==> config.mk <==
export PLATFORM = sky130hd
export DESIGN_NAME = vid_sync_gen
export DESIGN_NICKNAME = d
export VERILOG_FILES = /design/src/rtl/vsg_pkg.sv /design/src/rtl/vsg_gl_sync.sv /design/src/rtl/vsg_line_timer.sv /design/src/rtl/vsg_frame_fsm.sv /design/src/rtl/vsg_gl_master.sv /design/src/rtl/vid_sync_gen.sv
export SDC_FILE = /design/constraint.sdc
export NUM_CORES = 1
export LEC_CHECK = 0
export ABC_AREA = 1
export ABC_CLOCK_PERIOD_IN_PS = 5000
export BUFFER_PORTS_ARGS = -buffer_cell sky130_fd_sc_hd__buf_2
export CAP_MARGIN = 20
export CORE_UTILIZATION = 60
export DETAILED_ROUTE_END_ITERATION = 10
export GPL_TIMING_DRIVEN = 0
export PLACE_DENSITY_LB_ADDON = 0.05
export RECOVER_POWER = 50
export SYNTH_ARGS = -nofsm -noshare
export SYNTH_HDL_FRONTEND = slang
export SYNTH_SLANG_ARGS = --single-unit
==> constraint.sdc <==
create_clock -name clk -period 5 [get_ports clk]
set_clock_uncertainty 0.15 [all_clocks]
set_input_delay 0.25 -clock clk [delete_from_list [all_inputs] [get_ports clk]]
set_output_delay 0.25 -clock clk [all_outputs]
set_load 0.05 [all_outputs]
==> src/rtl/vsg_pkg.sv <==
package vsg_pkg;

  // Kind of line slot the frame controller is currently in.
  typedef enum logic [1:0] {
    SLOT_WAIT  = 2'd0,  // between frames; dummy line pulses in slave mode
    SLOT_FRAME = 2'd1,  // active line of a frame
    SLOT_VBL   = 2'd2   // master vertical blank, no line pulse
  } slot_e;

  localparam int unsigned MIN_GAP = 2;

endpackage

==> src/rtl/vsg_gl_sync.sv <==
module vsg_gl_sync (
  input  logic clk,
  input  logic rst_n,
  input  logic pin_i,
  output logic rise_o
);

  logic meta_q, sync_q, hist_q;

  always_ff @(posedge clk or negedge rst_n) begin
    if (!rst_n) begin
      meta_q <= 1'b0;
      sync_q <= 1'b0;
      hist_q <= 1'b0;
    end else begin
      meta_q <= pin_i;
      sync_q <= meta_q;
      hist_q <= sync_q;
    end
  end

  // only a low-to-high transition of the synchronised level counts
  assign rise_o = sync_q & ~hist_q;

endmodule

==> src/rtl/vsg_line_timer.sv <==
module vsg_line_timer #(
  parameter int unsigned ACT_PIX = 320,
  parameter int unsigned BW      = 8,
  parameter int unsigned PXW     = 9,
  parameter int unsigned HW      = BW + PXW + 1
) (
  input  logic           clk,
  input  logic           rst_n,
  input  logic [BW-1:0]  hblank_i,
  output logic           last_o,
  output logic           first_o,
  output logic           act_o,
  output logic [PXW-1:0] pix_o
);

  localparam logic [HW-1:0] ACT_M1 = HW'(ACT_PIX - 1);
  localparam logic [BW-1:0] GAP_MIN = BW'(vsg_pkg::MIN_GAP);

  logic [HW-1:0] h_q, h_d;
  logic [BW-1:0] gap_q, gap_d, gap_req;
  logic [HW-1:0] gap_w;

  assign gap_req = (hblank_i < GAP_MIN) ? GAP_MIN : hblank_i;
  assign gap_w   = HW'(gap_q);

  assign last_o  = (h_q == gap_w + ACT_M1);
  assign first_o = (h_q == '0);
  assign act_o   = (h_q >= gap_w);
  assign pix_o   = act_o ? PXW'(h_q - gap_w) : '0;

  always_comb begin
    h_d   = h_q + HW'(1);
    gap_d = gap_q;
    if (last_o) begin
      h_d   = '0;
      gap_d = gap_req;   // blank length is only taken at a slot boundary
    end
  end

  always_ff @(posedge clk or negedge rst_n) begin
    if (!rst_n) begin
      h_q   <= '0;
      gap_q <= GAP_MIN;
    end else begin
      h_q   <= h_d;
      gap_q <= gap_d;
    end
  end

endmodule

==> src/rtl/vsg_frame_fsm.sv <==
module vsg_frame_fsm
  import vsg_pkg::*;
#(
  parameter int unsigned LINES = 240,
  parameter int unsigned BW    = 8,
  parameter int unsigned LNW   = 8
) (
  input  logic           clk,
  input  logic           rst_n,
  input  logic           master_i,
  input  logic [BW-1:0]  vblank_i,
  input  logic           last_i,
  input  logic           rise_i,
  output slot_e          slot_o,
  output logic [LNW-1:0] line_o,
  output logic           tail_o
);

  localparam logic [LNW-1:0] LAST_LINE = LNW'(LINES - 1);

  slot_e          slot_q, slot_d;
  logic [LNW-1:0] line_q, line_d;
  logic [BW-1:0]  vb_q, vb_d;
  logic [BW-1:0]  vb_len;
  logic           pend_q, pend_d;
  logic           tail_q, tail_d;
  logic           start_slave;

  assign vb_len      = (vblank_i == '0) ? BW'(1) : vblank_i;
  assign start_slave = last_i && (slot_q == SLOT_WAIT) && !master_i && pend_q;

  // pending genlock edge: held across an active frame, consumed at start
  always_comb begin
    pend_d = pend_q;
    if (master_i)         pend_d = 1'b0;
    else if (start_slave) pend_d = rise_i;
    else if (rise_i)      pend_d = 1'b1;
  end

  always_comb begin
    slot_d = slot_q;
    line_d = line_q;
    vb_d   = vb_q;
    tail_d = tail_q;
    if (last_i) begin
      tail_d = (slot_q == SLOT_FRAME);
      unique case (slot_q)
        SLOT_WAIT: begin
          if (master_i || pend_q) begin
            slot_d = SLOT_FRAME;
            line_d = '0;
          end
        end
        SLOT_FRAME: begin
          if (line_q == LAST_LINE) begin
            line_d = '0;
            vb_d   = '0;
            slot_d = master_i ? SLOT_VBL : SLOT_WAIT;
          end else begin
            line_d = line_q + LNW'(1);
          end
        end
        SLOT_VBL: begin
          if (!master_i) begin
            slot_d = SLOT_WAIT;
          end else if (vb_q + BW'(1) >= vb_len) begin
            slot_d = SLOT_FRAME;
            line_d = '0;
          end else begin
            vb_d = vb_q + BW'(1);
          end
        end
        default: slot_d = SLOT_WAIT;
      endcase
    end
  end

  always_ff @(posedge clk or negedge rst_n) begin
    if (!rst_n) begin
      slot_q <= SLOT_WAIT;
      line_q <= '0;
      vb_q   <= '0;
      pend_q <= 1'b0;
      tail_q <= 1'b0;
    end else begin
      slot_q <= slot_d;
      line_q <= line_d;
      vb_q   <= vb_d;
      pend_q <= pend_d;
      tail_q <= tail_d;
    end
  end

  assign slot_o = slot_q;
  assign line_o = line_q;
  assign tail_o = tail_q;

endmodule

==> src/rtl/vsg_gl_master.sv <==
module vsg_gl_master #(
  parameter int unsigned GL_PULSE = 6,
  parameter int unsigned CW       = $clog2(GL_PULSE + 1)
) (
  input  logic clk,
  input  logic rst_n,
  input  logic start_i,
  output logic pulse_o
);

  logic [CW-1:0] cnt_q, cnt_d;

  always_comb begin
    cnt_d = cnt_q;
    if (start_i)           cnt_d = CW'(GL_PULSE);
    else if (cnt_q != '0)  cnt_d = cnt_q - CW'(1);
  end

  always_ff @(posedge clk or negedge rst_n) begin
    if (!rst_n) cnt_q <= '0;
    else        cnt_q <= cnt_d;
  end

  assign pulse_o = (cnt_q != '0);

endmodule

==> src/rtl/vid_sync_gen.sv <==
module vid_sync_gen
  import vsg_pkg::*;
#(
  parameter int unsigned ACT_PIX  = 320,
  parameter int unsigned LINES    = 240,
  parameter int unsigned BW       = 8,
  parameter int unsigned GL_PULSE = 6,
  localparam int unsigned PXW = (ACT_PIX > 1) ? $clog2(ACT_PIX) : 1,
  localparam int unsigned LNW = (LINES > 1) ? $clog2(LINES) : 1
) (
  input  logic           clk,
  input  logic           rst_n,
  input  logic           master_en,
  input  logic [BW-1:0]  hblank_len,
  input  logic [BW-1:0]  vblank_len,
  input  logic           gl_in,
  output logic           gl_out,
  output logic           gl_oe,
  output logic           lsync,
  output logic           fsync,
  output logic [PXW-1:0] pix_cnt,
  output logic [LNW-1:0] line_cnt
);

  logic           slot_last, slot_first, slot_act;
  logic [PXW-1:0] slot_pix;
  logic           gl_rise;
  slot_e          slot;
  logic [LNW-1:0] frame_line;
  logic           after_frame;
  logic           gl_start, gl_pulse;

  vsg_gl_sync u_glsync (
    .clk    (clk),
    .rst_n  (rst_n),
    .pin_i  (gl_in),
    .rise_o (gl_rise)
  );

  vsg_line_timer #(
    .ACT_PIX (ACT_PIX),
    .BW      (BW),
    .PXW     (PXW)
  ) u_ltim (
    .clk      (clk),
    .rst_n    (rst_n),
    .hblank_i (hblank_len),
    .last_o   (slot_last),
    .first_o  (slot_first),
    .act_o    (slot_act),
    .pix_o    (slot_pix)
  );

  vsg_frame_fsm #(
    .LINES (LINES),
    .BW    (BW),
    .LNW   (LNW)
  ) u_fsm (
    .clk      (clk),
    .rst_n    (rst_n),
    .master_i (master_en),
    .vblank_i (vblank_len),
    .last_i   (slot_last),
    .rise_i   (gl_rise),
    .slot_o   (slot),
    .line_o   (frame_line),
    .tail_o   (after_frame)
  );

  assign gl_start = master_en && (slot == SLOT_FRAME) && slot_first && (frame_line == '0);

  vsg_gl_master #(
    .GL_PULSE (GL_PULSE)
  ) u_glm (
    .clk     (clk),
    .rst_n   (rst_n),
    .start_i (gl_start),
    .pulse_o (gl_pulse)
  );

  // output stage: every sync output leaves a flop
  logic           lsync_d, fsync_d;
  logic [PXW-1:0] pix_d;
  logic [LNW-1:0] line_d;
  logic           line_pulse_slot;

  assign line_pulse_slot = (slot == SLOT_FRAME) || ((slot == SLOT_WAIT) && !master_en);

  always_comb begin
    lsync_d = slot_act && line_pulse_slot;
    fsync_d = (slot == SLOT_FRAME) || (after_frame && slot_first);
    pix_d   = lsync_d ? slot_pix : '0;
    line_d  = (slot == SLOT_FRAME) ? frame_line : '0;
  end

  always_ff @(posedge clk or negedge rst_n) begin
    if (!rst_n) begin
      lsync    <= 1'b0;
      fsync    <= 1'b0;
      pix_cnt  <= '0;
      line_cnt <= '0;
      gl_oe    <= 1'b0;
    end else begin
      lsync    <= lsync_d;
      fsync    <= fsync_d;
      pix_cnt  <= pix_d;
      line_cnt <= line_d;
      gl_oe    <= master_en;
    end
  end

  assign gl_out = gl_pulse && gl_oe;

endmodule

# [After elaboration in Yosys (flattened, before gate mapping)]
# Index checks and enable logic that the tools add are counted.
[word_totals] wordCells=89 inputBits=20 reg_bits=72
[classes] muxes=26 n_bitwise=2 n_eq_ne=10 n_addsub=6 magnitude_cmp=3 reduce_logical=26
[op_table] op="two-way mux 8 bit" n=10
[op_table] op="case mux 8 bit (3 select lines)" n=1
[op_table] op="adder 18 x 1 -> 18 bit, second input constant" n=1
[op_table] op="== test 18 x 10 -> 1 bit" n=1
[op_table] op=">= comparator 18 x 8 -> 1 bit" n=1
[op_table] op="zero test 18 bit" n=1
[op_table] op="two-way mux 18 bit" n=1
[op_table] op="two-way mux 9 bit" n=2
[op_table] op="adder 8 x 1 -> 8 bit, second input constant" n=2
[op_table] op="zero test 8 bit" n=2
[op_table] op="case mux 8 bit (2 select lines)" n=1
[op_table] op="adder 8 x 9 -> 10 bit, second input constant" n=1
[op_table] op="logical AND 1 bit" n=10
[op_table] op="two-way mux 2 bit" n=5
[op_table] op="AND reduction 5 bit" n=2
[op_table] op="nonzero test 3 bit" n=3
[op_table] op="subtractor 9 x 8 -> 9 bit" n=1
[op_table] op="== test 8 bit, second input constant" n=1
[op_table] op=">= comparator 8 bit" n=1
[op_table] op="less-than comparator 8 x 2 -> 1 bit, second input constant" n=1
[op_table] op="two-way mux 3 bit" n=2
[op_table] op="inequality test 2 x 1 -> 1 bit, second input constant" n=3
[op_table] op="case mux 2 bit (3 select lines)" n=1
[op_table] op="inequality test 2 bit, second input constant" n=2
[op_table] op="12 further kinds" n=17

# [Longest topological paths before layout]
# Gate-level depths: netlist (run 1).
[logic_depth] depth_word=7 depth_mapped=17 mapped_depth_nobuf=17

# [Modules after synthesis]
# Synthesis (run 1) repeated with hierarchy kept, for this count alone.
[unflattened] cells_unflattened=644 hier_area_um2=4744.6
[modules_own_cells] mod="vsg_line_timer" n_inst=1 area_per_inst_um2=2202.1 cells_each=325
[modules_own_cells] mod="vsg_frame_fsm" n_inst=1 area_per_inst_um2=1574.0 cells_each=218
[modules_own_cells] mod="vid_sync_gen" n_inst=1 area_per_inst_um2=710.7 cells_each=74
[modules_own_cells] mod="vsg_gl_master" n_inst=1 area_per_inst_um2=172.7 cells_each=22
[modules_own_cells] mod="vsg_gl_sync" n_inst=1 area_per_inst_um2=85.1 cells_each=5

# [Worst setup path before layout (run 1)]
# No wires, ideal clock.
[synth_timing] path_kind="register to register" startpoint="register u_fsm.vb_q[0]" endpoint="register u_fsm.line_q[0], in the netlist u_fsm.line_o[0]" path_stages_with_launch=16 required_ns=4.732 path_slack_ns=2.401 setup_ns=0.118 t_arrival_ns=2.331 path_cell_list="dfrtp_1 > nand3_1 > nand3b_1 > nand3b_1 > xor2_1 > inv_1 > ha_1 > nand2_1 > nor2_1 > nand4_1 > nand3_1 > nand2_1 > nand2_1 > nand4_1 > o21ai_1 > inv_1"
[synth_via] elab_chain_len=4
[synth_lines] item="from (decl)" line_no="vsg_frame_fsm.sv:23" source="logic [BW-1:0] vb_q, vb_d;"
[synth_lines] item="from (signal assigned)" line_no="vsg_frame_fsm.sv:88" source="vb_q <= vb_d;"
[synth_lines] item="adder 8 x 1 -> 8 bit" line_no="vsg_frame_fsm.sv:66" source="end else if (vb_q + BW'(1) >= vb_len) begin"
[synth_lines] item=">= comparator 8 bit" line_no="vsg_frame_fsm.sv:66"
[synth_lines] item="inequality test 2 x 1 -> 1 bit (no line)"
[synth_lines] item="AND reduction 5 bit (no line)"
[synth_lines] item="to (signal assigned)" line_no="vsg_frame_fsm.sv:87" source="line_q <= line_d;"
[synth_lines] item="to (decl)" line_no="vsg_frame_fsm.sv:22" source="logic [LNW-1:0] line_q, line_d;"
# Every way passes these cells.
# A chain may end at the register's enable or synchronous reset.

# [Final worst setup path (run 1)]
# Same ends and word-level chain as after synthesis.

==> results of run 1 <==
## power by group through the flow
stage | Combinational [mW] | Clock (mW) | Sequential, mW
6_report | 0.107 | 0.461 | 0.604
4_1_cts | 0.108 | 0.466 | 0.604
2_1_floorplan | 0.0668 | 0 | 0.616
3_5_place_dp | 0.104 | 0 | 0.616
5_1_grt | 0.124 | 0.496 | 0.606
3_3_place_gp | 0.0972 | 0 | 0.615
## repair_timing
item,in CTS,in global routing
hold buffers,6,0
hold endpoints to repair,77,0
gates resized for setup,0,0
## flip-flops by register name, indices dropped and copies added, names as in the netlist, 2 cells and up
register      flops
u_ltim.h_q       18
u_fsm.vb_q        8
u_glm.cnt_q       3
line_cnt          8
u_fsm.slot_o      2
pix_cnt           9
u_ltim.gap_q      8
u_fsm.line_o      8
## cells by family after synthesis
logic type                 synth area share
buffers and inverters               0.09355
xor gates and xnor gates            0.04792
DFF                                  0.4110
and+or+nand+nor                      0.2878
adders and majority gates           0.07302
AOI/OAI and AO/OA                   0.08671
## layout by cell type, fill, tap and decap left out, drive strengths merged, types with 6 or more instances in the layout
master	netlist	routed
nand3	25	25
dfrtp	71	71
inv	99	100
a21oi	16	16
nand2	155	155
o21ai	35	35
dlygate4sd3	0	6
xnor2	6	6
clkbuf	2	33
nor2	69	69
buf	3	22
xor2	18	18
ha	24	24
nand4	17	17
## how the worst max path moves through the flow
stage,from,cells past startpoint,endpoint
after detailed placement,u_fsm.vb_q[0],15,u_fsm.line_o[0]
after floorplan,u_fsm.vb_q[0],15,u_fsm.line_o[0]
final,u_fsm.vb_q[0],15,u_fsm.line_o[0]
after CTS,u_fsm.vb_q[0],15,u_fsm.line_o[0]
after global placement,u_fsm.vb_q[0],15,u_fsm.line_o[0]
after global routing,u_fsm.vb_q[0],15,u_fsm.line_o[0]
## through the flow
stage                     power [mW]  instance area, um2  instances
after floorplan               0.6826                4387        570
after global placement        0.7123                4707        706
after detailed placement      0.7194                4710        706
after CTS                      1.179                4966        728
after global routing           1.226                4940        728
final                          1.172                4940        728
## critical path, delay by kind of cell, from the launching register on
| family | cells | cell delay [ns] |
|---|---|---|
| xor gates and xnor gates | 1 | 0.13 |
| adders and majority gates | 1 | 0.29 |
| AOI/OAI and AO/OA | 1 | 0.21 |
| DFF | 1 | 0.43 |
| buffers and inverters | 2 | 0.13 |
| and+or+nand+nor | 10 | 1.69 |
## Yosys cell counts, types with 8 or more instances
cell type  instances  area, um2
nand3_1           22      110.1
ha_1              24      300.3
nand4_1           16      100.1
o21ai_2            8      70.07
nand2_1          146      548.0
o21ai_0           21      105.1
xor2_1            18      157.7
dfrtp_1           71       1777
nand2_2            8      50.05
inv_1             92      345.3
a21oi_1           16      80.08
nor2_1            61      229.0
## final cells by class
type	instances	share of cell area
Buffer	5	0.007092
Clock inverter	6	0.01393
Inverter	100	0.07599
Sequential cell	72	0.3650
Multi-Input combinational cell	393	0.4400
Timing Repair Buffer	46	0.04787
Clock buffer	10	0.02584
Tap cell	96	0.02432
## routing by layer
metal / routed length, um / up-vias
li1: - / 1916
met1: 4398 / 1700
met2: 4413 / 66
met3: 311 / 14
met4: 152 / 0
met5: 0 / -
==> run_results.csv, run 1 <==
group,metric,value,unit
status,run_status,"finished, final reports clean",
worst_setup_path,cpMostUsedCell,"nand2_1",
grt,grt_pass1_wl,15.43,mm
grt,use_met1,0.3354,
power,p_leak,2.628,nW
placement,post-dp-hpwl,7.089,mm
grt,use_met2,0.4403,
layout,layout-drive-gt1-share,0.1187,
synthesis,synth.distinct_cells,41,
drt,num_vias,3696,
power,clockPowerShare,0.393,
worst_hold_path,hold_depth,3,
timing,fin_ws,1.872,ns
timing,slew-limit-headroom,0.4193,
worst_setup_path,r2r_slack,1.87,ns
job,cap_violations,0,
grt,grt_pass1_vias,3506,
cts,ctsHtreeMaxLevel,3,
worst_setup_path,crit_chain,"nand3_1 -> nand3b_1 -> nand3b_1 -> xor2_1 -> inv_1 -> ha_1 -> nand2_1 -> nor2_1 -> nand4_1 -> nand3_1 -> nand2_1 -> nand2_1 -> nand4_1 -> o21ai_1 -> inv_1",
worst_setup_path,rr_endpoint,"u_fsm.line_o[0]",
drt,wirelength,9.275,mm
layout,regArea,1803,um2
synthesis,synth_cells,570,
power,internal_power,0.8698,mW
placement,gp_congestion,0.9280,
die,die_x,87.51,um
timing,worst_slew_pin_slew,0.8711,ns
grt,track_usage,0.2623,
timing,rsz0062_at_grt,"false",
cts,clkSinkCount,72,
drt,vias_per_cell,5.077,
timing,fmax,319.7,MHz
power,ir_drop,183.6,uV
synthesis,avgSynthCellArea,7.696,um2
power,p_per_area,237.3,nW/um2
power,combinationalPowerShare,0.091,
synthesis,ys_warn_count,0,
cts,clock_path_buffers,2,
worst_hold_path,hp-class,"in -> reg",
synthesis,synth-async-reset-ratio,1.000,
worst_hold_path,min_to,"u_ltim.gap_q[7]",
placement,port_buffers,40,
power,swShare,0.2580,
die,start_util,0.6317,
grt,grt_start_max_net_pins,73,
drt,drc_errors,0,
synthesis,synth-edff-count,0,
power,switchingPower,0.3025,mW
timing,period_minus_slack,3.128,ns
grt,grt_busiest_layer,"met2",
drt,drt-wirelength-per-cell,12.74,um
timing,timing.final.crit_share,0.6255,
synthesis,syn_nets,615,
worst_setup_path,regToRegStartpoint,"u_fsm.vb_q[0]",
cts,cts_setup_buffers,0,
die,io_pins,41,
worst_setup_path,cpPeakStageDelay,0.43,ns
drt,drtAntennaViolNets,0,
timing,final-hold-violation-count,0,
worst_setup_path,crit_fanout,7,
power,pwr-share-seq,0.516,
grt,grt_overflow,0,
synthesis,synth_ff_type,"dfrtp_1",
synthesis,synth_area,4387,um2
layout,utilization,0.7114,
layout,fill_cells,600,
worst_setup_path,crit_arrival,3.22,ns
timing,fin_hold_ws,0.01292,ns
die,num_rows,30,
die,coreArea,6944,um2
cts,cts_tree,"built",
synthesis,synth_seq_cells,72,
cts,insertion_delay,0.35,ns
worst_setup_path,endpoint_kind,"flop",
drt,drt_iter0_drc,154,
cts,cts_buffers,9,
worst_setup_path,cp-start-kind,"flop",
cts,cts_root_buf,"clkbuf_8",
layout,multi_input_area,2173,um2
die,dieArea,7657,um2
timing,finalMaxSlewViolations,0,
timing,setup_viol,0,
placement,place_ws,1.910,ns
drt,first_pass_iters,4,
worst_setup_path,cp_slowest_cell,"dfrtp_1",
worst_setup_path,required,5.10,ns
die,die_h,87.51,um
synthesis,synth_seq_area_share,0.4110,
worst_setup_path,setup.worst_path.class,"reg -> reg",
timing,tns,0,ns
worst_setup_path,ff2ff_path_depth,15,
grt,antenna_found_initial,0,
layout,n_antenna_cell,0,
worst_hold_path,hold_start,"hblank_len[7]",
layout,nets,672,
cts,clkTransAtPathRegs,0.08,ns
layout,area_growth_syn_to_layout,12.61,%
grt,use_met3,0.05782,
Note: power is estimated with default switching activity, not from simulation.
==> run 2: changes to the inputs <==
--- a/config.mk
+++ b/config.mk
@@ -5,11 +5,11 @@
 export SDC_FILE = /design/constraint.sdc
 export NUM_CORES = 1
 export LEC_CHECK = 0
-export ABC_AREA = 1
-export ABC_CLOCK_PERIOD_IN_PS = 5000
+export ABC_AREA = 0
+export ABC_CLOCK_PERIOD_IN_PS = 3240
 export BUFFER_PORTS_ARGS = -buffer_cell sky130_fd_sc_hd__buf_2
 export CAP_MARGIN = 20
-export CORE_UTILIZATION = 60
+export CORE_UTILIZATION = 59
 export DETAILED_ROUTE_END_ITERATION = 10
 export GPL_TIMING_DRIVEN = 0
 export PLACE_DENSITY_LB_ADDON = 0.05
==> constraint.sdc (replaced) <==
create_clock -name clk -period 3.24 [get_ports clk]
set_clock_uncertainty 0.15 [all_clocks]
set_input_delay 0.162 -clock clk [delete_from_list [all_inputs] [get_ports clk]]
set_output_delay 0.162 -clock clk [all_outputs]
set_load 0.05 [all_outputs]
==> run 2 against run 1 <==
The flow now finishes with violations (design-rule violations, max-capacitance violations, max-slew violations). Worst setup slack got worse by 1.7 ns. Total power increased by 38%. Combinational power decreased by 34%. Design area decreased by 5.2%. Clock-buffer cell count decreased by 1. Global-route usage decreased by 0.91 points. Wire length decreased by 7.7%. Critical path type unchanged.
==> run_results.csv, run 2 <==
group,metric,value,unit
grt,track_usage,0.2532,
timing,fin_hold_ws,0.04653,ns
die,die_h,84.86,um
synthesis,synth_seq_area_share,0.4452,
worst_setup_path,regToRegStartpoint,"u_ltim.h_q[13]",
synthesis,syn_nets,466,
synthesis,synth_area,4050,um2
layout,final_area,4683,um2
timing,timing.final.crit_share,0.9553,
grt,grt_pass1_vias,3080,
synthesis,synth_top_cells_by_count,"dfrtp_1, nor2_1, inv_1",
die,num_rows,29,
worst_setup_path,cp-start-kind,"flop",
synthesis,synth_top_family_by_area,"simple AND/OR/NAND/NOR gates",
cts,clkTransAtPathRegs,0.09,ns
drt,num_vias,3295,
grt,grt_overflow,0,
synthesis,synth_cells,421,
drt,first_pass_iters,10,
power,clockPowerShare,0.399,
synthesis,synth.mux.area_fraction,0.03553,
drt,drt_iter0_drc,276,
worst_setup_path,r2r_slack,0.14,ns
timing,worst_slew_pin_slew,1.711,ns
placement,place_ws,0.03428,ns
timing,tns,0,ns
synthesis,synthAdderAreaFrac,0.07909,
placement,port_buffers,40,
worst_hold_path,min_to,"u_ltim.gap_q[0]",
status,violations,"design-rule violations, max-capacitance violations, max-slew violations",
synthesis,synth_seq_cells,72,
worst_setup_path,crit_fanout,6,
synthesis,synth-async-reset-ratio,1.000,
power,p_leak,2.204,nW
power,switchingPower,0.4073,mW
placement,gp_congestion,0.8898,
die,io_pins,41,
placement,post-dp-hpwl,5.878,mm
layout,final_cell_mix,"dfrtp_1, nor2_1, inv_1, clkbuf_1, nand2_1",
grt,grt_start_max_net_pins,73,
die,coreArea,6495,um2
worst_hold_path,hold_start,"hblank_len[0]",
power,combinationalPowerShare,0.043,
job,cap_violations,1,
drt,wirelength,8.558,mm
power,swShare,0.2514,
synthesis,synth-simple-area-share,0.2107,
synthesis,avgSynthCellArea,9.620,um2
synthesis,synth_ff_type,"dfrtp_1",
power,p_per_area,345.9,nW/um2
cts,insertion_delay,0.35,ns
worst_setup_path,cp_slowest_cell,"nor4_1",
timing,slew-limit-headroom,-0.1407,
drt,drt-wirelength-per-cell,15.01,um
grt,antenna_found_initial,0,
cts,cts_tree,"built",
worst_setup_path,endpoint_kind,"flop",
worst_setup_path,crit_family,"simple AND/OR/NAND/NOR gates",
power,power,1.620,mW
synthesis,synth_top_area_frac,0.4387,
synthesis,synth.distinct_cells,52,
power,ir_drop,312.1,uV
status,run_status,"complete, but fails checks",
layout,layout-drive-gt1-share,0.1197,
timing,fmax,323.1,MHz
timing,setup_viol,0,
worst_hold_path,hold_depth,3,
worst_setup_path,crit_chain,"nor4_1 -> nand4b_1 -> nor4_2 -> nand4_1 -> buf_4 -> or3_1 -> buf_2 -> o31ai_1",
synthesis,synth_compound_area_frac,0.09886,
layout,final_common_cell,"dfrtp_1",
drt,drc_errors,4,
layout,nets,533,
die,start_util,0.6236,
worst_setup_path,required,3.35,ns
worst_setup_path,crit_arrival,3.20,ns
die,dieArea,7200,um2
worst_setup_path,crit_buf_inv,2,
synthesis,synth-edff-count,0,
layout,n_antenna_cell,0,
power,pwr-share-seq,0.558,
timing,period_minus_slack,3.095,ns
worst_setup_path,setup.worst_path.class,"reg -> reg",
die,die_x,84.86,um
timing,final-hold-violation-count,0,
power,internal_power,1.213,mW
worst_setup_path,ff2ff_path_depth,8,
layout,area_growth_syn_to_layout,15.63,%
worst_setup_path,rr_endpoint,"u_fsm.line_o[4]",
worst_hold_path,hp-class,"in -> reg",
synthesis,synth_top_area_cell,"dfrtp_1",
synthesis,ys_warn_count,0,
layout,largest_reg_flops,18,
cts,ctsHtreeMaxLevel,3,
drt,vias_per_cell,5.781,
drt,drtAntennaViolNets,0,
cts,cts_buffers,9,
layout,reg_top3,"u_ltim.h_q (18), pix_cnt (9)",
layout,top_register,"u_ltim.h_q",
synthesis,yosys-top-cells-area,"dfrtp_1, ha_1, xnor2_1",
timing,fin_ws,0.1450,ns
synthesis,synth_xor_area_frac,0.08217,
worst_setup_path,cpPeakStageDelay,0.63,ns
cts,clock_path_buffers,2,
synthesis,yosysMostFrequentCell,"dfrtp_1",
timing,finalMaxSlewViolations,73,
cts,cts_root_buf,"clkbuf_8",
grt,grt_pass1_wl,14.27,mm
cts,clkSinkCount,72,
placement,dpl-instance-area,4349,um2
## run 2: cell count changes after synthesis, moves of 11 or more
| cell | previous run | this run |
|---|---|---|
| inv_1 | 92 | 35 |
| mux2i_1 | 0 | 11 |
| nand2_1 | 146 | 28 |
| nor2_1 | 61 | 39 |
| xnor2_1 | 6 | 24 |
## run 2: through the flow
step                        util  cells
final                     0.7211    570
after CTS                 0.7139    565
after floorplan                -    421
after global placement    0.6692    538
after detailed placement  0.6696    538
after global routing      0.7211    570
## run 2: power groups by stage
stage / clock, mW / combinational (mW) / sequential, mW
after floorplan: 0 / 0.0197 / 0.924
final: 0.646 / 0.0701 / 0.904
after CTS: 0.660 / 0.0700 / 0.904
after global placement: 0 / 0.0576 / 0.921
after global routing: 0.699 / 0.0806 / 0.904
after detailed placement: 0 / 0.0596 / 0.922
## run 2: repair_timing
item	in CTS	in global routing
buffers inserted	0	5
gates resized for setup	0	4
setup endpoints to repair	0	26
hold buffers	11	0
hold endpoints to repair	81	0
## run 2: how the worst max path moves through the flow
stage	from	end	depth (start not counted)
2_1_floorplan	u_fsm.vb_q[0]	u_fsm.vb_q[1]	11
3_3_place_gp	u_fsm.vb_q[0]	u_fsm.vb_q[1]	11
3_5_place_dp	u_fsm.vb_q[0]	u_fsm.vb_q[3]	11
4_1_cts	u_fsm.vb_q[0]	u_fsm.vb_q[3]	11
5_1_grt	u_ltim.h_q[13]	u_fsm.line_o[4]	8
6_report	u_ltim.h_q[13]	u_fsm.line_o[4]	8
## run 2: final cells by class
cell class                      count  area (um2)
Multi-Input combinational cell    299        2076
Buffer                             15       65.06
Inverter                           35       131.4
Tap cell                           77       96.34
Sequential cell                    72        1803
Clock inverter                      7       53.80
Timing Repair Buffer               56       334.1
Fill cell                         488        1812
Clock buffer                        9       123.9
## run 2: kinds of logic after synthesis
| group | count (synthesis) |
|---|---|
| compound gates | 60 |
| mux | 14 |
| simple gates | 162 |
| buf+inv | 50 |
| flops | 72 |
| fa+ha+maj | 25 |
| xor+xnor | 38 |
## run 2: worst min-delay path, cell delays in order
cell	delay, ns
buf_2	0.11
or4b_1	0.16
o21ai_0	0.08
## run 2: metal layers
metal	GRT usage	up-vias	routed length [um]
li1	-	1589	-
met1	0.3378	1548	3854
met2	0.4050	139	3986
met3	0.04767	19	534
met4	0.1156	0	183
met5	0	-	0
